### src/rtl/pwm_sync_pkg.sv
package pwm_sync_pkg;
  localparam int unsigned NUM_CH_DEF = 4;
  localparam int unsigned AW_DEF     = 7;
  localparam int unsigned DW         = 32;

  localparam int unsigned GLB_OFS   = 'h00;
  localparam int unsigned CH_BASE   = 'h14;
  localparam int unsigned CH_STRIDE = 'h10;
  localparam int unsigned OFS_CTRL  = 'h0;
  localparam int unsigned OFS_RANGE = 'h4;
  localparam int unsigned OFS_PHASE = 'h8;
  localparam int unsigned OFS_DUTY  = 'hC;

  localparam int unsigned UPD_BIT = 31;
  localparam int unsigned POL_BIT = 3;
  localparam int unsigned POP_BIT = 8;
  localparam logic [1:0]  MODE_MS = 2'd1;

  typedef struct packed {
    logic          en;
    logic          pol;
    logic [1:0]    mode;
    logic [DW-1:0] range;
    logic [DW-1:0] duty;
  } ch_cfg_t;

  localparam ch_cfg_t CFG_RST = '{en: 1'b0, pol: 1'b0, mode: MODE_MS, range: '0, duty: '0};
endpackage

### src/rtl/pwm_sync_regs.sv
module pwm_sync_regs
  import pwm_sync_pkg::*;
#(
  parameter int unsigned NUM_CH = NUM_CH_DEF,
  parameter int unsigned AW     = AW_DEF
) (
  input  logic                     clk_i,
  input  logic                     rst_ni,
  input  logic [AW-1:0]            addr_i,
  input  logic                     we_i,
  input  logic [DW-1:0]            wdata_i,
  output logic [DW-1:0]            rdata_o,
  input  logic [NUM_CH-1:0]        latch_i,
  output logic [NUM_CH-1:0]        pend_o,
  output ch_cfg_t [NUM_CH-1:0]     shadow_o
);
  localparam logic [AW-1:0] GLB_ADDR = AW'(GLB_OFS);

  logic                       glb_hit, glb_wr;
  logic [NUM_CH-1:0]          en_q, pend_q;
  logic [NUM_CH-1:0][DW-1:0]  rd_ch;

  assign glb_hit = (addr_i == GLB_ADDR);
  assign glb_wr  = we_i && glb_hit;

  always_ff @(posedge clk_i or negedge rst_ni) begin
    if (!rst_ni) begin
      en_q   <= '0;
      pend_q <= '0;
    end else begin
      if (glb_wr) en_q <= wdata_i[NUM_CH-1:0];
      // a fresh request re-arms all channels, winning over same-cycle latches
      if (glb_wr && wdata_i[UPD_BIT]) pend_q <= '1;
      else                            pend_q <= pend_q & ~latch_i;
    end
  end

  for (genvar c = 0; c < NUM_CH; c++) begin : g_ch
    localparam logic [AW-1:0] A_CTRL  = AW'(CH_BASE + CH_STRIDE * c + OFS_CTRL);
    localparam logic [AW-1:0] A_RANGE = AW'(CH_BASE + CH_STRIDE * c + OFS_RANGE);
    localparam logic [AW-1:0] A_PHASE = AW'(CH_BASE + CH_STRIDE * c + OFS_PHASE);
    localparam logic [AW-1:0] A_DUTY  = AW'(CH_BASE + CH_STRIDE * c + OFS_DUTY);

    logic [1:0]    mode_q;
    logic          pol_q, pop_q;
    logic [DW-1:0] range_q, duty_q, phase_q;
    logic [DW-1:0] rd_w;
    logic          hit_ctrl, hit_range, hit_phase, hit_duty;

    assign hit_ctrl  = (addr_i == A_CTRL);
    assign hit_range = (addr_i == A_RANGE);
    assign hit_phase = (addr_i == A_PHASE);
    assign hit_duty  = (addr_i == A_DUTY);

    always_ff @(posedge clk_i or negedge rst_ni) begin
      if (!rst_ni) begin
        mode_q  <= MODE_MS;
        pol_q   <= 1'b0;
        pop_q   <= 1'b1;
        range_q <= '0;
        duty_q  <= '0;
        phase_q <= '0;
      end else if (we_i) begin
        if (hit_ctrl) begin
          mode_q <= wdata_i[1:0];
          pol_q  <= wdata_i[POL_BIT];
          pop_q  <= wdata_i[POP_BIT];
        end
        if (hit_range) range_q <= wdata_i;
        if (hit_phase) phase_q <= wdata_i;
        if (hit_duty)  duty_q  <= wdata_i;
      end
    end

    always_comb begin
      rd_w = '0;
      if (hit_ctrl) begin
        rd_w[1:0]     = mode_q;
        rd_w[POL_BIT] = pol_q;
        rd_w[POP_BIT] = pop_q;
      end else if (hit_range) begin
        rd_w = range_q;
      end else if (hit_phase) begin
        rd_w = phase_q;
      end else if (hit_duty) begin
        rd_w = duty_q;
      end
    end

    assign rd_ch[c]    = rd_w;
    assign shadow_o[c] = '{en: en_q[c], pol: pol_q, mode: mode_q, range: range_q, duty: duty_q};
  end

  always_comb begin
    rdata_o = '0;
    if (glb_hit) begin
      rdata_o[NUM_CH-1:0] = en_q;
      rdata_o[UPD_BIT]    = |pend_q;
    end
    for (int c = 0; c < NUM_CH; c++) rdata_o = rdata_o | rd_ch[c];
  end

  assign pend_o = pend_q;
endmodule

### src/rtl/pwm_sync_chan.sv
module pwm_sync_chan
  import pwm_sync_pkg::*;
(
  input  logic          clk_i,
  input  logic          rst_ni,
  input  logic          pend_i,
  input  ch_cfg_t       shadow_i,
  output logic          latch_o,
  output logic          pwm_o,
  output ch_cfg_t       act_o,
  output logic [DW-1:0] cnt_o
);
  ch_cfg_t       act_q;
  logic [DW-1:0] cnt_q;
  logic          wrap;

  // period of 0 or 1 wraps every cycle
  assign wrap    = act_q.en && ((act_q.range <= DW'(1)) || (cnt_q >= act_q.range - DW'(1)));
  assign latch_o = pend_i && (!act_q.en || wrap);

  always_ff @(posedge clk_i or negedge rst_ni) begin
    if (!rst_ni) begin
      act_q <= CFG_RST;
      cnt_q <= '0;
    end else begin
      if (latch_o) act_q <= shadow_i;
      if (!act_q.en || wrap) cnt_q <= '0;
      else                   cnt_q <= cnt_q + DW'(1);
    end
  end

  always_comb begin
    pwm_o = act_q.pol;
    if (act_q.en && act_q.mode == MODE_MS) pwm_o = (cnt_q < act_q.duty) ^ act_q.pol;
  end

  assign act_o = act_q;
  assign cnt_o = cnt_q;
endmodule

### src/rtl/pwm_sync_bank.sv
module pwm_sync_bank
  import pwm_sync_pkg::*;
#(
  parameter int unsigned NUM_CH = NUM_CH_DEF,
  parameter int unsigned AW     = AW_DEF
) (
  input  logic              clk_i,
  input  logic              rst_ni,
  input  logic [AW-1:0]     addr_i,
  input  logic              we_i,
  input  logic [DW-1:0]     wdata_i,
  output logic [DW-1:0]     rdata_o,
  output logic [NUM_CH-1:0] pwm_o
);
  logic [NUM_CH-1:0]         pend, latch;
  ch_cfg_t [NUM_CH-1:0]      shadow, ch_act;
  logic [NUM_CH-1:0][DW-1:0] ch_cnt;

  pwm_sync_regs #(.NUM_CH(NUM_CH), .AW(AW)) u_regs (
    .clk_i    (clk_i),
    .rst_ni   (rst_ni),
    .addr_i   (addr_i),
    .we_i     (we_i),
    .wdata_i  (wdata_i),
    .rdata_o  (rdata_o),
    .latch_i  (latch),
    .pend_o   (pend),
    .shadow_o (shadow)
  );

  for (genvar c = 0; c < NUM_CH; c++) begin : g_chan
    pwm_sync_chan u_chan (
      .clk_i    (clk_i),
      .rst_ni   (rst_ni),
      .pend_i   (pend[c]),
      .shadow_i (shadow[c]),
      .latch_o  (latch[c]),
      .pwm_o    (pwm_o[c]),
      .act_o    (ch_act[c]),
      .cnt_o    (ch_cnt[c])
    );
  end
endmodule

### config.mk
export PLATFORM = sky130hd
export DESIGN_NAME = pwm_sync_bank
export DESIGN_NICKNAME = d
export VERILOG_FILES = /design/src/rtl/pwm_sync_pkg.sv /design/src/rtl/pwm_sync_regs.sv /design/src/rtl/pwm_sync_chan.sv /design/src/rtl/pwm_sync_bank.sv
export SDC_FILE = /design/constraint.sdc
export NUM_CORES = 2
export LEC_CHECK = 0
export ABC_CLOCK_PERIOD_IN_PS = 6730
export BUFFER_PORTS_ARGS = -buffer_cell sky130_fd_sc_hd__buf_2
export CORE_ASPECT_RATIO = 0.75
export CORE_MARGIN = 2
export CORE_UTILIZATION = 25
export DETAILED_ROUTE_END_ITERATION = 12
export GPL_ROUTABILITY_DRIVEN = 0
export GPL_TIMING_DRIVEN = 0
export SLEW_MARGIN = 15
export SYNTH_ARGS = -nofsm -noshare
export SYNTH_HDL_FRONTEND = slang
export SYNTH_SLANG_ARGS = --single-unit
### constraint.sdc
create_clock -name clk_i -period 6.73 [get_ports clk_i]
set_input_delay 1.346 -clock clk_i [delete_from_list [all_inputs] [get_ports clk_i]]
set_output_delay 1.346 -clock clk_i [all_outputs]
set_load 0.1 [all_outputs]
Yosys cells after proc, flatten, opt, wreduce, memory -nomap -nowiden
Index checks and enable logic that the tools add are counted.

word-level totals
  register bits = 808
  output and inout bits = 36
  logic and storage cells = 191
  bits of input ports = 42

operators by class
  equal/unequal tests = 20
  reduce and logical (&&, ||, !) cells = 44
  bitwise logic cells = 10
  mux-type cells = 47
  $add $sub $neg = 8
  $lt $le $gt $ge = 12

operator list
  kind                                                                               number
  32-bit 2-to-1 mux                                                                  16
  32-bit by 1-bit adder with 32-bit output, second input constant                    4
  32-bit >= comparator                                                               4
  32-bit by 1-bit less-or-equal comparator with 1-bit output, second input constant  4
  32-bit < comparator                                                                4
  32-bit OR                                                                          4
  32-bit by 1-bit subtractor with 32-bit output, second input constant               4
  23-bit 2-to-1 mux                                                                  4
  7-bit by 6-bit equality test with 1-bit output, second input constant              8
  7-bit equality test, second input constant                                         5
  2-bit AND reduction                                                                16
  4-bit 2-to-1 mux                                                                   6
  7-bit by 5-bit equality test with 1-bit output, second input constant              3
  1-bit 2-to-1 mux                                                                   17
  1-bit logical AND                                                                  14
  2-bit by 1-bit equality test with 1-bit output, second input constant              4
  1-bit logical OR                                                                   8
  2-bit 2-to-1 mux                                                                   4
  7-bit zero test                                                                    1
  4-bit AND                                                                          1
  1-bit zero test                                                                    4
  4-bit NOT                                                                          1
  4-bit OR reduction                                                                 1
  1-bit XOR                                                                          4

Longest topological paths before layout
  depth in word-level cells = 9
  depth in mapped cells = 19
  mapped depth without buffers = 17

By module
A second synthesis with hierarchy kept.

second synthesis, totals
  cells, all modules = 3,901
  area total of the unflattened synthesis = 43,832.0 µm²

by module, submodules not included
  module                                area an instance (µm²)  seq. area each (µm²)  cells an instance  instances
  pwm_sync_regs                         19,301.0                10,219.8              1,578              1
  pwm_sync_chan (g_chan[0].u_chan ...)  6,143.4                 2,503.7               583                3
  pwm_sync_chan (g_chan[1].u_chan)      6,100.9                 2,503.7               574                1

Worst setup path before layout
No wires, ideal clock.

  kind = input to output
  start point = in addr_i[4]
  end point = out rdata_o[22]
  setup slack = 1,324 ps
  stages on the path = 10
  path buffers = 4
  arrival = 4,060 ps
  required time = 5,384 ps
  cell sequence = clkbuf_1 nor2b_1 nor2b_1 clkbuf_1 and2_1 clkbuf_1 clkbuf_1 o21ai_0 a22o_1 nand4b_1

between the ends
  longest elaborated chain between the ends = 9
  elaborated cells between the ends (all ways) = 36
  those cells by class = eq/ne: 16; mux: 16; bitwise: 4

ends and longest elaborated chain
  what                                            line                  source
  from (decl)                                     pwm_sync_bank.sv:9    input logic [AW-1:0] addr_i,
  7-bit by 6-bit equality test with 1-bit output  pwm_sync_regs.sv:53   assign hit_duty = (addr_i == A_DUTY);
  32-bit 2-to-1 mux                               pwm_sync_regs.sv:85   end else if (hit_duty) begin
  32-bit 2-to-1 mux                               pwm_sync_regs.sv:83   end else if (hit_phase) begin
  32-bit 2-to-1 mux                               pwm_sync_regs.sv:81   end else if (hit_range) begin
  23-bit 2-to-1 mux                               pwm_sync_regs.sv:77   if (hit_ctrl) begin
  32-bit OR (3 in series)                         pwm_sync_regs.sv:100  for (int c = 0; c < NUM_CH; c++) rdata_o = rdata_o | rd_ch[c];
  32-bit OR *                                     pwm_sync_regs.sv:100
  to (decl)                                       pwm_sync_bank.sv:12   output logic [DW-1:0] rdata_o,

Mark *: on every way between the ends. The rest lies on a longest branch, timed or not.

Final worst setup path
  start point = in addr_i[2]
  end point = out rdata_o[13]

The elaborated chain is that of the path after synthesis.

==> impl_metrics.csv <==
group,metric,value,unit
run_status,status,"complete, but fails checks",
run_status,violations,"setup timing",
synthesis,synth_seq_area_share,47.1,%
clock_network,ctsLongestPathBuffers,3,
critical_path,crit_required,5.38,ns
placement,portBuffers,74,
critical_path,start_kind,"input pin",
global_route,grt_pass1_wl,206000,um
finish,area_delta_synth_final,14.8,%
power_and_ir_drop,leakagePower,23.4,nW
timing,min_period,6.81,ns
synthesis,syn-cell-area,43000,um^2
critical_path,cp_num_buf_inv,6,
critical_path,critPathSlowestCell,"a21oi_2",
synthesis,yosys.area.top_type,"dfrtp_1",
global_route,grt_max_degree,109,
hold_path,hold_start,"u_regs.g_ch[3].phase_q[5]$_DFFE_PN0P_",
synthesis,synth_fp_nets,4164,
finish,design_area,49400,um^2
critical_path,path_cells,"buf_2 > clkinv_1 > clkbuf_1 > nand2_1 > clkbuf_2 > clkbuf_1 > o21ai_0 > a21oi_2 > nand4b_1 > buf_2",
timing,hold_violations,0,
critical_path,r2r_slack,0.85,ns
clock_network,clk_pin_slew,0.07,ns
placement,pre_cts_ws,-0.387,ns
critical_path,r2r-start,"g_chan[1].u_chan.act_o[38]$_DFFE_PN0P_",
synthesis,synth_seq_cells,808,
placement,dpl_cell_area,46400,um^2
clock_network,tritoncts,"built",
hold_path,min_path_type,"reg2reg",
timing,fmax,147,MHz
synthesis,yosys_warnings,0,
synthesis,avgSynthCellArea,11.1,um^2
synthesis,netlist.area_leader.share,46.3,%
synthesis,synth_enable_flop_cells,0,
synthesis,yosys-top-cells-area,"dfrtp_1, mux2_2, ha_1, o21ai_0, xnor2_1",
routing,viasPerCell,5.04,
floorplanning,rows,131,
synthesis,ys_types,69,
global_route,antenna_found_initial,32,
routing,ant_nets,0,
critical_path,crit_arrival,5.47,ns
floorplanning,io_pins,78,
power_and_ir_drop,total_power,10.9,mW
clock_network,htreeDepth,3,
floorplanning,die_y,363,um
floorplanning,die_x,483,um
floorplanning,core-area,170000,um^2
routing,vias,32000,
routing,wl_per_cell,22.0,um
placement,placedCellCount,6202,
finish,nets,4327,
finish,finalNonFillerCells,6361,
critical_path,worstReg2RegEnd,"g_chan[1].u_chan.act_o[61]$_DFFE_PN0P_",
placement,dpl.hpwl,110000,um
routing,drtIter0Drc,3570,
timing,tightestPinTransition,1.29,ns
hold_path,worstHoldPathCells,1,
critical_path,timing.critical_path.slowest_cell_delay,0.63,ns
synthesis,async_flop_share,100,%
power_and_ir_drop,irDropWorstVdd,0.000157,V
finish,drive_above_1_share,23.4,%
job,maxCapViolCount,0,
clock_network,cts_buffers,77,
power_and_ir_drop,power_density,220,nW/um^2
timing,fin_crit_sh,101,%
critical_path,end_kind,"primary output",
timing,drv_slew,0,
synthesis,ys.flop_type,"dfrtp_1",
timing,fin_skew,0.0316,ns
clock_network,root_buffer,"clkbuf_16",
critical_path,worst-path-max-fanout,10,
global_route,grt_pass1_vias,30800,
routing,dr.pass1.iters,8,
timing,max-slew-margin-rel,14.1,%
floorplanning,start_util,25.2,%
hold_path,holdPathEnd,"u_regs.g_ch[3].phase_q[5]$_DFFE_PN0P_",
floorplanning,floorplan.die_area,175000,um^2
timing,layout_setup_ws,-0.0828,ns
global_route,grt_overflow,0,
critical_path,path_delay_family,"buffers and inverters",
timing,holdWs,0.503,ns
critical_path,r2r_cells,16,
routing,route.detailed.drc,0,
routing,drt-total-wl,140000,um
global_route,track_usage,15.7,%
clock_network,numClockSinks,808,
clock_network,hold_buffers,0,
critical_path,crit_type,"in2out",
synthesis,syn_inst,3858,
clock_network,insertion_delay,0.69,ns
timing,setup_viol,6,
[synthesized netlist by cell type, drive strengths merged, types with 15 or more instances]
master  instances
a21o           19
a21oi         118
a221oi         35
a22o           93
and2           16
and3           31
and4           15
buf            62
clkbuf        142
dfrtp         796
ha            264
inv           153
mux2          677
nand2         244
nand3          83
nand4          59
nand4b         29
nor2          232
nor2b          18
nor3           59
nor4           35
o21ai         274
or3            20
or4            18
xnor2         124
xor2          112
[worst register-to-register path, cell delays in order (launching register included)]
cell and delay [ns]:
dfrtp_1 0.42, or4_1 0.61, nor4_1 0.65, nand3_1 0.33, nor2b_1 0.35, nand2_1 0.23
nor2_1 0.20, xnor2_1 0.14, ha_1 0.28, a21oi_1 0.17, a21boi_0 0.12, o311ai_0 0.39
o311a_1 0.28, o221ai_2 0.25, nand2_1 0.24, clkbuf_1 0.66, mux2_2 0.43
[state kept, by name (all words and copies together) (netlist names)]
signal,cells
g_chan.u_chan.act_o,272
u_regs.g_ch.duty_q,128
u_regs.g_ch.mode_q,8
u_regs.pend_o,4
g_chan.u_chan.cnt_o,128
u_regs.g_ch.pop_q,4
u_regs.en_q,4
u_regs.g_ch.phase_q,128
u_regs.g_ch.pol_q,4
u_regs.g_ch.range_q,128
[stage by stage]
stage / util (%) / setup TNS, ns
floorplan: - / 0
global placement: 27.1 / -
detailed placement: 27.2 / -2.82
CTS: 28.9 / 0
global route: 29.0 / -0.0129
finish: 29.0 / -0.265
[layer usage]
layer  routed length [um]  track usage, %  vias up
met3                19000            7.50      224
met1                65100            23.2    16300
met2                51900            19.7     1295
li1                     -               -    14200
met5                  774            2.91        -
met4                 3050            3.70       18
[what timing repair did]
item,CTS,global route
resized for setup,4,14
endpoints found under the setup margin,14,11
buffers inserted,0,0
[layout make-up]
class	count	area (um^2)
diodes	16	40.0
plain buffers	204	823
clock buffers	104	2210
clock inverters	38	611
fillers	17600	121000
inverters	154	578
multi-input cells	2692	21400
flip-flops and latches	808	20200
well taps	2261	2830
repair buffers	84	627
[cells in the final DEF, fill, tap and decap left out, types with 11 or more instances in the layout]
cell type and n:
nor2_1 231, a221oi_1 35, bufinv_16 15, dfstp_2 12, clkbuf_1 151, mux2_2 657, buf_1 42, ha_1 264
nand4b_1 29, clkinv_2 11, xor2_1 112, diode_2 16, nand4_1 59, buf_2 86, o21ai_0 273, nand2b_1 14
or4_1 17, nand2_1 244, clkbuf_16 80, dfrtp_1 796, xnor2_1 124, and3_1 31, and2_1 15, a22o_1 93
mux2_4 20, inv_1 153, nor3_1 58, a21oi_1 109, nor2b_1 17, and4_1 15, or3_1 20, a21o_1 19
nand3_1 83, clkbuf_8 12, nor4_1 34
[cells by family after synthesis]
group | Yosys count | synth area share (%)
adders and majority gates | 264 | 7.68
and+or+nand+nor | 898 | 10.3
muxes | 687 | 18.1
AOI/OAI and AO/OA | 607 | 8.78
xor gates and xnor gates | 236 | 4.81
DFF | 808 | 47.1
buffers and inverters | 358 | 3.25
[worst max-delay path by stage]
stage                     startpoint                                    end  slack, ns  cells past startpoint
after floorplan            addr_i[4]                            rdata_o[22]       1.32                     10
after global placement        rst_ni  u_regs.g_ch[1].duty_q[28]$_DFFE_PN0P_     -13.05                      1
after detailed placement   addr_i[2]                            rdata_o[11]      -0.39                     10
after CTS                  addr_i[2]                            rdata_o[12]      0.005                     10
after global routing       addr_i[2]                            rdata_o[13]      -0.01                     10
final                      addr_i[2]                            rdata_o[13]      -0.08                     10
[power breakdown]
group | leakage, nW | switching, mW | internal, mW | total, mW
Combinational | 10.9 | 0.420 | 0.241 | 0.661
Clock | 1.37 | 2.07 | 2.90 | 4.97
Sequential | 11.1 | 0.186 | 5.06 | 5.25
Power figures use the tool's default switching activity.
